$ cat src/rtl/ocp_pkg.sv
package ocp_pkg;

   // Result of judging the comparator at the end of blanking.
   typedef enum logic [1:0] {
      VERDICT_NONE  = 2'd0,
      VERDICT_CLEAN = 2'd1,
      VERDICT_FAULT = 2'd2
   } verdict_e;

endpackage

$ cat src/rtl/ocp_sync.sv
module ocp_sync #(
   parameter int STAGES = 2
) (
   input  logic clk,
   input  logic rst_n,
   input  logic d_async,
   output logic q_sync
);

   if (STAGES < 0) begin : g_bad_stages
      $error("ocp_sync: STAGES must not be negative");
   end

   if (STAGES == 0) begin : g_bypass
      logic unused_clk_rst;
      assign unused_clk_rst = clk ^ rst_n;
      assign q_sync = d_async;
   end else begin : g_chain
      logic [STAGES-1:0] chain_q;
      always_ff @(posedge clk or negedge rst_n) begin
         if (!rst_n) chain_q <= '0;
         else if (STAGES == 1) chain_q <= d_async;
         else chain_q <= {chain_q[STAGES-2:0], d_async};
      end
      assign q_sync = chain_q[STAGES-1];
   end

endmodule

$ cat src/rtl/ocp_blank.sv
module ocp_blank
   import ocp_pkg::*;
#(
   parameter int BLANK_CLKS = 40
) (
   input  logic     clk,
   input  logic     rst_n,
   input  logic     cyc_start,
   input  logic     gate_on,
   input  logic     oc_s,
   output verdict_e verdict
);

   localparam int CW = $clog2(BLANK_CLKS + 1);
   localparam logic [CW-1:0] LAST = CW'(BLANK_CLKS - 1);
   localparam logic [CW-1:0] DONE = CW'(BLANK_CLKS);

   if (BLANK_CLKS < 1) begin : g_bad_blank
      $error("ocp_blank: BLANK_CLKS must be at least 1");
   end

   logic [CW-1:0] on_cnt;
   logic          judge;

   always_ff @(posedge clk or negedge rst_n) begin
      if (!rst_n) on_cnt <= '0;
      else if (cyc_start) on_cnt <= '0;
      else if (gate_on && on_cnt != DONE) on_cnt <= on_cnt + 1'b1;
   end

   // One judgement per period, on the last blanked clock of on-time.
   assign judge   = gate_on && !cyc_start && (on_cnt == LAST);
   assign verdict = !judge ? VERDICT_NONE : (oc_s ? VERDICT_FAULT : VERDICT_CLEAN);

   // after a judgement the counter is parked, so no second one follows
   p_single_judge_r3: assert property (@(posedge clk) disable iff (!rst_n)
      (verdict != VERDICT_NONE) |=> (verdict == VERDICT_NONE));

endmodule

$ cat src/rtl/ocp_skip.sv
module ocp_skip
   import ocp_pkg::*;
#(
   parameter int SKIP_W = 3
) (
   input  logic     clk,
   input  logic     rst_n,
   input  logic     cyc_start,
   input  logic     ss_active,
   input  logic     wipe,
   input  verdict_e verdict,
   output logic     skip_now
);

   localparam logic [SKIP_W-1:0] KMAX = '1;

   if (SKIP_W < 1) begin : g_bad_width
      $error("ocp_skip: SKIP_W must be at least 1");
   end

   logic [SKIP_W-1:0] skip_k;
   logic [SKIP_W-1:0] skip_left;
   logic [SKIP_W-1:0] k_up;
   logic              fault_ss;

   assign k_up     = (skip_k == KMAX) ? KMAX : skip_k + 1'b1;
   assign fault_ss = (verdict == VERDICT_FAULT) && ss_active;

   always_ff @(posedge clk or negedge rst_n) begin
      if (!rst_n) begin
         skip_k    <= '0;
         skip_left <= '0;
         skip_now  <= 1'b0;
      end else if (wipe) begin
         skip_k    <= '0;
         skip_left <= '0;
      end else begin
         if (fault_ss) begin
            skip_k    <= k_up;
            skip_left <= k_up;
         end else if (verdict == VERDICT_CLEAN && skip_k != '0) begin
            skip_k <= skip_k - 1'b1;
         end
         if (cyc_start) begin
            skip_now <= (skip_left != '0);
            if (skip_left != '0) skip_left <= skip_left - 1'b1;
         end
      end
   end

   // pending skips never exceed the current count
   p_left_bound_r5: assert property (@(posedge clk) disable iff (!rst_n)
      skip_left <= skip_k);
   // a saturated count stays saturated on a further fault
   p_saturate_r6: assert property (@(posedge clk) disable iff (!rst_n)
      (fault_ss && !wipe && skip_k == KMAX) |=> (skip_k == KMAX));
   // the skip flag moves only on a period boundary
   p_skip_stable_r10: assert property (@(posedge clk) disable iff (!rst_n)
      !cyc_start |=> $stable(skip_now));
   // a hiccup start leaves no count behind
   p_wipe_r8: assert property (@(posedge clk) disable iff (!rst_n)
      wipe |=> (skip_k == '0 && skip_left == '0));

endmodule

$ cat src/rtl/ocp_hiccup.sv
module ocp_hiccup #(
   parameter int HICCUP_CYCLES = 2048
) (
   input  logic clk,
   input  logic rst_n,
   input  logic start,
   input  logic cyc_start,
   output logic active
);

   localparam int HW = $clog2(HICCUP_CYCLES + 1);
   localparam logic [HW-1:0] LOAD = HW'(HICCUP_CYCLES);

   if (HICCUP_CYCLES < 1) begin : g_bad_len
      $error("ocp_hiccup: HICCUP_CYCLES must be at least 1");
   end

   logic [HW-1:0] left_q;

   always_ff @(posedge clk or negedge rst_n) begin
      if (!rst_n) left_q <= '0;
      else if (start) left_q <= LOAD;
      else if (cyc_start && left_q != '0) left_q <= left_q - 1'b1;
   end

   assign active = (left_q != '0);

   // a started hiccup is visible on the next clock
   p_hic_start_r8: assert property (@(posedge clk) disable iff (!rst_n)
      start |=> active);
   // the request only ends on a period boundary
   p_hic_hold_r8: assert property (@(posedge clk) disable iff (!rst_n)
      (active && !cyc_start) |=> active);

endmodule

$ cat src/rtl/ocp_guard.sv
module ocp_guard
   import ocp_pkg::*;
#(
   parameter int BLANK_CLKS    = 40,
   parameter int SYNC_STAGES   = 2,
   parameter int SKIP_W        = 3,
   parameter int HICCUP_CYCLES = 2048
) (
   input  logic clk,
   input  logic rst_n,
   input  logic cyc_start,
   input  logic on_req,
   input  logic oc_raw,
   input  logic ss_active,
   output logic gate_en,
   output logic skip_now,
   output logic hiccup_req
);

   logic     oc_s;
   verdict_e verdict;
   logic     fault;
   logic     hic_start;
   logic     cut_q;

   ocp_sync #(.STAGES(SYNC_STAGES)) u_sync (
      .clk    (clk),
      .rst_n  (rst_n),
      .d_async(oc_raw),
      .q_sync (oc_s)
   );

   ocp_blank #(.BLANK_CLKS(BLANK_CLKS)) u_blank (
      .clk      (clk),
      .rst_n    (rst_n),
      .cyc_start(cyc_start),
      .gate_on  (gate_en),
      .oc_s     (oc_s),
      .verdict  (verdict)
   );

   assign fault     = (verdict == VERDICT_FAULT);
   assign hic_start = fault && !ss_active;

   ocp_skip #(.SKIP_W(SKIP_W)) u_skip (
      .clk      (clk),
      .rst_n    (rst_n),
      .cyc_start(cyc_start),
      .ss_active(ss_active),
      .wipe     (hic_start),
      .verdict  (verdict),
      .skip_now (skip_now)
   );

   ocp_hiccup #(.HICCUP_CYCLES(HICCUP_CYCLES)) u_hiccup (
      .clk      (clk),
      .rst_n    (rst_n),
      .start    (hic_start),
      .cyc_start(cyc_start),
      .active   (hiccup_req)
   );

   // Pulse truncation: held until the next period begins.
   always_ff @(posedge clk or negedge rst_n) begin
      if (!rst_n) cut_q <= 1'b0;
      else if (cyc_start) cut_q <= 1'b0;
      else if (fault) cut_q <= 1'b1;
   end

   assign gate_en = on_req && !skip_now && !cut_q && !hiccup_req;

   // a judged fault ends the pulse on the next clock
   p_fault_cut_r4: assert property (@(posedge clk) disable iff (!rst_n)
      fault |=> !gate_en);
   // a skipped period never conducts
   p_skip_dark_r5: assert property (@(posedge clk) disable iff (!rst_n)
      skip_now |-> !gate_en);
   // no conduction during a hiccup
   p_hic_dark_r8: assert property (@(posedge clk) disable iff (!rst_n)
      hiccup_req |-> !gate_en);
   // a fault during soft-start never starts a hiccup
   p_ss_no_hic_r5: assert property (@(posedge clk) disable iff (!rst_n)
      (fault && ss_active && !hiccup_req) |=> !hiccup_req);

endmodule

$ cat config.mk
export PLATFORM = sky130hd
export DESIGN_NAME = ocp_guard
export DESIGN_NICKNAME = d
export VERILOG_FILES = /design/src/rtl/ocp_pkg.sv /design/src/rtl/ocp_sync.sv /design/src/rtl/ocp_blank.sv /design/src/rtl/ocp_skip.sv /design/src/rtl/ocp_hiccup.sv /design/src/rtl/ocp_guard.sv
export SDC_FILE = /design/constraint.sdc
export NUM_CORES = 1
export LEC_CHECK = 0
export BUFFER_PORTS_ARGS = -buffer_cell sky130_fd_sc_hd__buf_2
export CORE_ASPECT_RATIO = 1.1
export CORE_UTILIZATION = 54
export CTS_CLUSTER_DIAMETER = 30
export DETAILED_ROUTE_END_ITERATION = 10
export HOLD_SLACK_MARGIN = 0.03
export PLACE_DENSITY = 0.78
export SYNTH_ARGS = -nofsm -noshare
export SYNTH_HDL_FRONTEND = slang
export SYNTH_HIERARCHICAL = 1
export SYNTH_SLANG_ARGS = --single-unit
$ cat constraint.sdc
create_clock -name clk -period 3.2 [get_ports clk]
set_input_delay 0.32 -clock clk [delete_from_list [all_inputs] [get_ports clk]]
set_output_delay 0.32 -clock clk [all_outputs]
set_load 0.02 [all_outputs]
# ---- After elaboration in Yosys (flattened, before gate mapping)
# Cells that the tools add are included.
dict set report classes {
  magnitude_cmp 0
  mux 16
  mul 0
  shift 0
  n_addsub 5
  n_div 0
  reduce_logical 23
  bitwise_logic 1
  n_eq_ne 5
}
# cell count
set op_table {}
lappend op_table {{12-bit two-way mux} 2}
lappend op_table {{3-bit two-way mux} 8}
lappend op_table {{6-bit two-way mux} 2}
lappend op_table {{12-bit nonzero test} 1}
lappend op_table {{12-bit by 1-bit subtractor with 12-bit output, second input constant} 1}
lappend op_table {{1-bit logical AND} 10}
lappend op_table {{3-bit nonzero test} 3}
lappend op_table {{6-bit by 1-bit adder with 6-bit output, second input constant} 1}
lappend op_table {{6-bit == test, second input constant} 1}
lappend op_table {{6-bit != test, second input constant} 1}
lappend op_table {{2-bit nonzero test} 3}
lappend op_table {{3-bit by 1-bit subtractor with 3-bit output, second input constant} 2}
lappend op_table {{1-bit logical NOT} 5}
lappend op_table {{2-bit two-way mux} 2}
lappend op_table {{3-bit by 1-bit adder with 3-bit output, second input constant} 1}
lappend op_table {{3-bit == test, second input constant} 1}
lappend op_table {{2-bit by 1-bit == test with 1-bit output, second input constant} 1}
lappend op_table {{2-bit == test, second input constant} 1}
lappend op_table {{1-bit two-way mux} 2}
lappend op_table {{2-bit AND reduction} 1}
lappend op_table {{1-bit NOT} 1}
dict set report word_totals {
  rom_bits 0
  regBits 28
  in_bits 6
  latchBits 0
  ramBits 0
  output_inout_bits 3
  mem_count 0
}

# ---- Depth between registers and ports, before layout
# Gate-level depths: netlist of run 1.
dict set report depth {
  depth_word 13
  ltp_mapped 14
  mapped_depth_nobuf 13
}

# ---- Modules after synthesis
# Netlist of run 1, hierarchy kept.
# mod area_per_inst_um2 n_inst cells_each seq_area_each_um2
set modules_own_cells {}
lappend modules_own_cells {ocp_hiccup 716.9 1 79 300.3}
lappend modules_own_cells {ocp_skip 508.0 1 54 175.2}
lappend modules_own_cells {ocp_blank 415.4 1 45 150.1}
lappend modules_own_cells {ocp_guard 66.3 1 6 25.0}
lappend modules_own_cells {ocp_sync 50.0 1 2 50.0}

# ---- Worst setup path after synthesis of run 1
# No wires, ideal clock.
dict set report synth_timing {
  kind {register -> register}
  startpoint {register u_hiccup.left_q[0]}
  endpoint {register u_hiccup.left_q[1]}
  path_buffers 2
  arrival_time_ns 3.745
  required_time_ns 3.066
  path_slack_ns -0.679
  setup_ns 0.134
  stages_incl_launch_ff 14
  cell_sequence {dfrtp_1 inv_1 ha_1 nor3b_2 nand4_1 nor4b_2 buf_2 nand3_1 or4_1 nor2_1 nand2b_4 nor2_1 clkbuf_1 o31ai_1}
}
dict set report synth_via {
  elab_chain_cells 9
  elab_cells_between_ends 13
  cone_classes {add/sub: 1; eq/ne: 1; mux: 3; reduce/logical: 8}
}
# item line
set synth_lines {}
lappend synth_lines {{start: declaration} ocp_hiccup.sv:18} ;# logic [HW-1:0] left_q;
lappend synth_lines {{start signal: assignment} ocp_hiccup.sv:23} ;# else if (cyc_start && left_q != '0) left_q <= left_q - 1'b1;
lappend synth_lines {{12-bit nonzero test *} ocp_hiccup.sv:26} ;# assign active = (left_q != '0);
lappend synth_lines {{net hiccup_req} ocp_guard.sv:17} ;# output logic hiccup_req
lappend synth_lines {{1-bit logical NOT *} ocp_guard.sv:70} ;# assign gate_en = on_req && !skip_now && !cut_q && !hiccup_req;
lappend synth_lines {{1-bit logical AND *} ocp_guard.sv:70}
lappend synth_lines {{net gate_en} ocp_guard.sv:15} ;# output logic gate_en,
lappend synth_lines {{1-bit logical AND * (2 in a row)} ocp_blank.sv:32} ;# assign judge = gate_on && !cyc_start && (on_cnt == LAST);
lappend synth_lines {{2-bit two-way mux *} ocp_blank.sv:33} ;# assign verdict = !judge ? VERDICT_NONE : (oc_s ? VERDICT_FAULT : VERDICT_CLEAN);
lappend synth_lines {{net verdict[1]} ocp_guard.sv:21} ;# verdict_e verdict;
lappend synth_lines {{2-bit == test *} ocp_guard.sv:42} ;# assign fault = (verdict == VERDICT_FAULT);
lappend synth_lines {{1-bit logical AND *} ocp_guard.sv:43} ;# assign hic_start = fault && !ss_active;
lappend synth_lines {{net hic_start} ocp_guard.sv:23} ;# logic hic_start;
lappend synth_lines {{12-bit two-way mux or 2-bit nonzero test (tied branches)} --}
# Mark *: on every way through the listed nets, which the timed path passes. The rest lies on a longest branch. The select of a mux whose other input is x is not followed.
# A chain may end at the register's enable or synchronous reset.

# ---- Final worst setup path of run 1
dict set report layout_timing {
  startpoint {register u_hiccup.left_q[0]}
  endpoint {register u_skip.skip_k[0]}
}
dict set report layout_via {
  elab_chain_cells 10
  elab_cells_between_ends 14
  cone_classes {eq/ne: 2; mux: 3; reduce/logical: 9}
}
# item line
set layout_lines {}
lappend layout_lines {{12-bit nonzero test *} ocp_hiccup.sv:26}
lappend layout_lines {{1-bit logical NOT *} ocp_guard.sv:70}
lappend layout_lines {{1-bit logical AND *} ocp_guard.sv:70}
lappend layout_lines {{1-bit logical AND * (2 in a row)} ocp_blank.sv:32}
lappend layout_lines {{2-bit two-way mux *} ocp_blank.sv:33}
lappend layout_lines {{net verdict[0]} ocp_guard.sv:21}
lappend layout_lines {{2-bit == test} {ocp_skip.sv:27, ocp_guard.sv:42}}
lappend layout_lines {{1-bit logical AND} ocp_skip.sv:27} ;# assign fault_ss = (verdict == VERDICT_FAULT) && ss_active;
lappend layout_lines {{3-bit two-way mux} ocp_skip.sv:38} ;# if (fault_ss) begin
lappend layout_lines {{3-bit two-way mux} ocp_skip.sv:34} ;# end else if (wipe) begin
lappend layout_lines {{end signal: assignment} ocp_skip.sv:39} ;# skip_k <= k_up;
lappend layout_lines {{end signal: assignment} ocp_skip.sv:42} ;# skip_k <= skip_k - 1'b1;
lappend layout_lines {{end: declaration} ocp_skip.sv:21} ;# logic [SKIP_W-1:0] skip_k;
# Mark *: on every way through the listed nets, which the timed path passes. The rest lies on a longest branch.

==> metrics.md, run 1 <==
| Metric | Value |
|---|---|
| GRT Util Overall | around 20% |
| Final worst path period need | 3048 ps |
| Antenna cells | 0 |
| Die Area | 0.003485 mm^2 |
| Num rows | 21 |
| Fin nets | 216 |
| Slowest-stage cell, CP | or4_4 |
| RSZ-0062 raised after global routing | no |
| DRT Pass-1 Iters | 4 |
| Hold crit path type | in -> reg |
| Endpoints failing hold | 0 |
| Reg area | about 700 um^2 |
| Post-synth EDFFs | 0 |
| Critical Path RT | 3420 ps |
| PwrDens | 623.3 mW/mm^2 |
| Worst slew pin tran | 637.3 ps |
| Worst Hold End | u_sync/g_chain.chain_q[0] |
| Status | completed |
| Share of post-route cells with drive strength above 1 | 20.00% |
| Crit-path max FO | 6 |
| Final ANT Viol Nets | 0 |
| Total grt overflow | 0 |
| FILL cells | around 260 |
| Yosys reg bits | 28 |
| Worst reg2reg endpoint | u_skip/skip_k[0] |
| Fin Hold WS | 86.26 ps |
| Placer Congestion | ~0.81 |
| Wire length per cell | between 15 and 20 um |
| Synth async-reset ratio | 100.0% |
| Htree depth | 1 |
| Via/cell ratio | 6.162 |
| WP data arrival | 3270 ps |
| Critical Path End Type | flip-flop |
| Critical path class | reg -> reg |
| Fin Clk Skew | 7.849 ps |
| Clock sink total | 28 |
| Die height | 61.82 um |
| Yosys warns | 6 |
| Vias in the first global route | 1293 |
| Max clock buf depth | 2 |
| CTS tree | yes |
| P_leak | 0.8309 nW |
| Root buf cell | clkbuf_4 |
| Place WS | 204.9 ps |
| FMAX | ~0.33 GHz |
| Die width | 56.38 um |
| Final WS setup | 151.9 ps |
| Multi-input logic area | 0.001031 mm^2 |
| R2R Setup Slk | approximately 150 ps |
| Via count | 1442 |
| Max-cap violations | 0 |
| Max Slew Vio Count | 0 |
| Synth cell types | 52 |
| Setup TNS Final | 0 ps |
| Antenna violations before repair | 0 |
| Syn nets | about 200 |
| Synth Flop Type | dfrtp_1 |
| Clock latency on the worst-skew pair | around 320 ps |
| IO Pins | 9 |
| Initial drt markers | 92 |
| Sequential fraction of the synthesis area | 39.89% |
| IO buf count | 8 |
| Reg-to-reg startpoint | u_hiccup/left_q[0] |
| DRC Markers | 0 |
| Largest net degree at the start of global routing | 29 |
| Initial core utilization | 57.14% |
| Overall Power | about 1.2 mW |
| Hold Startpoint | oc_raw |
| R2R cell count | 11 |
| Layout area overhead | 11.68% |
| Synthesized area per cell | 9.445 um^2 |
| Tcrit/Tclk final | 95.25% |
| Routed WL | roughly 3500 um |
| Cells after synthesis | 186 |
| Core Region | 0.003074 mm^2 |
| CP cell instances | inv_2, ha_4, nor3b_4, nand4_1, nor4b_4, nand3_2, or4_4, nor2_4, and3b_1, o2bb2ai_1, a211oi_1 |
| DP HPWL | 2541 um |
| Post_cts resized | 0 |
| Largest stage delay on the critical path | about 460 ps |
| First-pass GRT wire length | 5547 um |
| Clock Pin Slew Worst Setup and Hold Paths | 150 ps |
| Hold path depth | 1 |
| Worst IR Drop VDD | 0.3712 mV |
| Inserted Clock Buffers | 3 |
| Count of final setup violators | 0 |
| Netlist Area Pre-Place | 0.001757 mm^2 |
| CP Launch Type | flip-flop |
| Max_slew headroom | 57.52% |
-- routing by layer --
metal / vias to the layer above / global-route usage (%) / wire, um
met4: 0 / 8.362 / 37
met3: 4 / 2.277 / 60
met1: 719 / 23.69 / 1605
met2: 24 / 39.63 / 1837
met5: - / 0 / 0
li1: 695 / - / -
-- state kept, by name (all words and copies together), names as in the netlist --
name / count
u_skip/skip_left: 3
u_skip/skip_k: 3
u_skip/skip_now: 1
cut_q: 1
u_blank/on_cnt: 6
u_sync/g_chain.chain_q: 2
u_hiccup/left_q: 12
-- Yosys cell counts (2+ instances only) --
master     n  area (um^2)
dfrtp_1   28        700.7
nor2_1    21        78.83
inv_1     17        63.81
nand2_1   14        52.55
a21oi_1   11        55.05
ha_1       9        112.6
nand2b_1   6        37.54
nor3_1     5        25.02
nand3_1    4        20.02
nand4_1    4        25.02
o21ai_0    4        20.02
or3_1      4        25.02
or4_1      4        30.03
a31oi_1    3        18.77
nand3b_1   3        22.52
nor3b_1    3        22.52
xnor2_1    3        26.28
a31o_1     2        17.52
buf_2      2        10.01
mux2i_1    2        20.02
nand2b_4   2        27.53
nor3_2     2        20.02
nor4b_2    2        30.03
o32ai_1    2        17.52
or4b_1     2        20.02
-- cell usage in the layout (no fill, tap or decap), types with 2 or more instances in the layout --
cell      netlist  layout
clkbuf_4        0       3
nand3b_1        3       3
ha_1            9       8
nor3_2          2       2
a21oi_1        11      11
nor4b_4         1       2
buf_4           0       5
nand2_1        14      14
or4b_1          2       2
nor2_4          0       3
xnor2_1         3       3
nand3_1         4       3
inv_2           0       2
or4_1           4       3
nor3b_1         3       3
inv_1          17      15
nand4_1         4       4
o21ai_0         4       4
nor2_1         21      18
nand2b_1        6       6
a31oi_1         3       3
mux2i_1         2       2
buf_2           2       8
nor3_1          5       5
o32ai_1         2       2
nand2b_4        2       2
a31o_1          2       2
dfrtp_1        28      28
or3_1           4       4
-- metrics by stage --
step	utilization, %	std cells	cell area [um^2]
after CTS	63.33	232	1947
after detailed placement	61.82	227	1901
after floorplan	-	186	1833
after global placement	61.82	227	1901
final	63.82	234	1962
after global routing	63.82	234	1962
-- critical path: cells and delay by family, from the launching register on --
family	cells	cell delay, ps
simple gates	7	1770
compound gates	2	480
flops	1	430
fa+ha+maj	1	150
buf+inv	1	110
-- cell type report --
| cell class | count | area share (%) |
|---|---|---|
| Clock buffer | 4 | 1.849 |
| Inverter | 17 | 3.253 |
| Multi-Input combinational cell | 137 | 52.55 |
| Sequential cell | 28 | 35.71 |
| Tap cell | 34 | 2.168 |
| Timing Repair Buffer | 14 | 4.464 |
-- report_power, final --
part	switching, mW	internal (mW)
Clock	0.104	0.0696
Sequential	0.131	0.453
Combinational	0.251	0.215
-- kinds of logic (layout without fill, tap and decap cells) --
kind of cell / Yosys count / count (layout) / synth area share (%)
compound gates: 34 / 34 / 13.53
xor+xnor: 4 / 4 / 1.995
mux: 2 / 2 / 1.140
buf+inv: 21 / 35 / 5.057
fa+ha+maj: 9 / 9 / 6.410
simple gates: 88 / 88 / 31.98
flops: 28 / 28 / 39.89
-- repair_timing --
item	4_1_cts	5_1_grt
hold buffers	1	0
endpoints found under the setup margin	0	2
setup buffers	0	2
endpoints found under the hold margin	28	0
-- worst max-delay path by stage --
stage / slack (ps) / cells after the start / from / end
2_1_floorplan: -120 / 13 / u_hiccup/left_q[0] / u_skip/skip_left[0]
3_3_place_gp: 320 / 13 / u_hiccup/left_q[0] / u_skip/skip_left[1]
3_5_place_dp: 200 / 11 / u_hiccup/left_q[0] / u_skip/skip_k[0]
4_1_cts: 170 / 11 / u_hiccup/left_q[0] / u_skip/skip_k[0]
5_1_grt: 2 / 11 / u_hiccup/left_q[0] / u_skip/skip_k[0]
6_report: 150 / 11 / u_hiccup/left_q[0] / u_skip/skip_k[0]
Note: power is estimated with default switching activity, not from simulation.
==> inputs of run 2 (changes only) <==
--- a/config.mk
+++ b/config.mk
@@ -6,9 +6,10 @@
 export NUM_CORES = 1
 export LEC_CHECK = 0
 export BUFFER_PORTS_ARGS = -buffer_cell sky130_fd_sc_hd__buf_2
+export CELL_PAD_IN_SITES_DETAIL_PLACEMENT = 0
+export CELL_PAD_IN_SITES_GLOBAL_PLACEMENT = 1
 export CORE_ASPECT_RATIO = 1.1
-export CORE_UTILIZATION = 54
-export CTS_CLUSTER_DIAMETER = 30
+export CORE_UTILIZATION = 42
 export DETAILED_ROUTE_END_ITERATION = 10
 export HOLD_SLACK_MARGIN = 0.03
 export PLACE_DENSITY = 0.78
==> metrics.md, run 2 (synthesis results as in run 1) <==
| Metric | Value |
|---|---|
| Antenna cells | 0 (unchanged) |
| First-pass GRT wire length | 6375 um (+15%) |
| Placed Area | 0.001931 mm^2 (+1.6%) |
| CTS tree | yes |
| Commonest cells after routing, fill and taps aside | dfrtp_1, nor2_1, inv_1, nand2_1, a21oi_1 |
| Status | completed |
| Via count | 1435 (-0.49%) |
| Routed WL | 3719 um (+5.0%) |
| Clock Pin Slew Worst Setup and Hold Paths | 100 ps (-50 ps) |
| WP data arrival | 3190 ps (-80 ps) |
| Clock latency on the worst-skew pair | 280 ps (-40 ps) |
| Initial core utilization | 43.98% (-13 points) |
| IO buf count | 8 (unchanged) |
| RSZ-0062 raised after global routing | yes |
| Clock sink total | 28 (unchanged) |
| Htree depth | 1 (unchanged) |
| Hold buffer count at CTS | 0 (-1) |
| Wire length per cell | 14.70 um (-2.9%) |
| Max-cap violations | 0 (unchanged) |
| Core Region | 0.003994 mm^2 (+30%) |
| PwrDens | 623.2 mW/mm^2 (about the same) |
| Final worst path period need | 2986 ps (-62.10 ps) |
| Final ANT Viol Nets | 0 (unchanged) |
| Critical Path End Type | flip-flop |
| Total grt overflow | 0 (unchanged) |
| Most common cell after layout, fill and taps aside | dfrtp_1 |
| IO Pins | 9 (unchanged) |
| R2R cell count | 13 (+2) |
| Placer Congestion | 0.8434 (+3.6%) |
| DRC Markers | 0 (unchanged) |
| DP HPWL | 2736 um (+7.7%) |
| Largest net degree at the start of global routing | 29 (unchanged) |
| Largest registers | u_hiccup/left_q: 12 flops, u_blank/on_cnt: 6 flops |
| Hold crit path type | in -> async |
| Via/cell ratio | 5.672 (-8.0%) |
| Max Slew Vio Count | 0 (unchanged) |
| DRT Pass-1 Iters | 4 (unchanged) |
| Count of final setup violators | 0 (unchanged) |
| GRT Util Overall | 18.20% (-2.3 points) |
| Critical Path RT | 3400 ps (-20 ps) |
| Max clock buf depth | 2 (unchanged) |
| Final core utilization | 50.22% (-14 points) |
| Worst IR Drop VDD | 0.2234 mV (-40%) |
| Post-route design area | 0.002006 mm^2 (+2.2%) |
| FMAX | 0.3349 GHz (+2.1%) |
| Die height | 69.83 um (+13%) |
| Antenna violations before repair | 0 (unchanged) |
| P_leak | 0.8401 nW (+1.1%) |
| Top reg by flops | u_hiccup/left_q |
| Initial drt markers | 87 (-5.4%) |
| Critical path class | reg -> reg |
| Endpoints failing hold | 0 (unchanged) |
| Tcrit/Tclk final | 93.31% (-1.9 points) |
| Fin Clk Skew | 5.776 ps (-2.073 ps) |
| Worst slew pin tran | 635.3 ps (-1.934 ps) |
| Inserted Clock Buffers | 3 (unchanged) |
| Die width | 63.67 um (+13%) |
| Root buf cell | clkbuf_8 |
| Crit-path max FO | 6 (unchanged) |
| Layout area overhead | 14.17% |
| Num rows | 24 (+14%) |
| Largest register FFs | 12 (unchanged) |
| Max_slew headroom | 57.64% (+0.13 points) |
| Die Area | 0.004446 mm^2 (+28%) |
| Share of post-route cells with drive strength above 1 | 21.39% (+1.4 points) |
| CP Launch Type | flip-flop |
| Vias in the first global route | 1433 (+11%) |
| Fin nets | 218 (+0.93%) |
-- run 2: cell count changes in the layout (fill, tap and decap cells not counted) --
cell | before | now
a211oi_1 | 1 | 0
a211oi_2 | 0 | 1
buf_4 | 5 | 7
clkbuf_4 | 3 | 0
clkbuf_8 | 1 | 3
dlygate4sd3_1 | 1 | 0
nor2_2 | 0 | 1
-- run 2: final timing paths --
| check | from | endpoint | slack, ps |
|---|---|---|---|
| max | u_hiccup/left_q[0] | u_skip/skip_k[2] | 210 |
| min | rst_n | u_hiccup/left_q[4] | 50 |
| max reg2reg | u_hiccup/left_q[0] | u_skip/skip_k[2] | 210 |
| min reg2reg | u_sync/g_chain.chain_q[0] | u_sync/g_chain.chain_q[1] | 360 |
| max in group asynchronous | rst_n | u_hiccup/left_q[0] | 2730 |
| min in group clk | oc_raw | u_sync/g_chain.chain_q[0] | 150 |
-- run 2: area by class of cell --
cell class	instances	area [um^2]
Clock buffer	3	41.29
Fill cell	370	1988
Inverter	17	63.81
Multi-Input combinational cell	138	1042
Tap cell	52	65.06
Sequential cell	28	700.7
Timing Repair Buffer	15	92.59
-- run 2: metal layers --
layer | vias to the layer above | GRT usage [%] | wire [um]
met1 | 709 | 21.81 | 1656
met4 | 0 | 6.566 | 55
met5 | - | 0 | 0
met2 | 21 | 32.27 | 1915
li1 | 700 | - | -
met3 | 5 | 2.961 | 92
-- run 2: timing repair --
action	4_1_cts	5_1_grt
endpoints found under the setup margin	0	6
setup buffers	0	3
resized for setup	0	1
-- run 2: stage by stage --
| step | TNS [ps] | power, mW | setup WS (ps) | hold WS, ps | instances |
|---|---|---|---|---|---|
| final | 0 | 1.250 | 214.0 | 47.23 | 253 |
| after global routing | -15.41 | 1.364 | -15.41 | 106.5 | 253 |
| after CTS | 0 | 1.265 | 142.4 | 88.62 | 249 |
| after detailed placement | 0 | 1.068 | 148.4 | 337.1 | 246 |
| after global placement | 0 | 1.038 | 289.1 | 336.6 | 246 |
| after floorplan | -699.0 | 0.9192 | -117.5 | 24.41 | 186 |
-- run 2: report_power, final --
part	leakage [nW]	switching (mW)	internal [mW]
Clock	0.0216	0.109	0.0847
Combinational	0.469	0.252	0.222
Sequential	0.350	0.129	0.453
-- run 2: worst max-delay path, stage by stage (launching register included) --
cell,delay (ps)
dfrtp_1,420
inv_2,110
ha_4,150
nor3b_4,260
nand4_1,200
nor4b_4,290
nand3_2,100
or4_4,460
nor2_4,200
nand2b_4,190
nor2_4,60
buf_4,140
a31o_2,200
a31oi_1,150
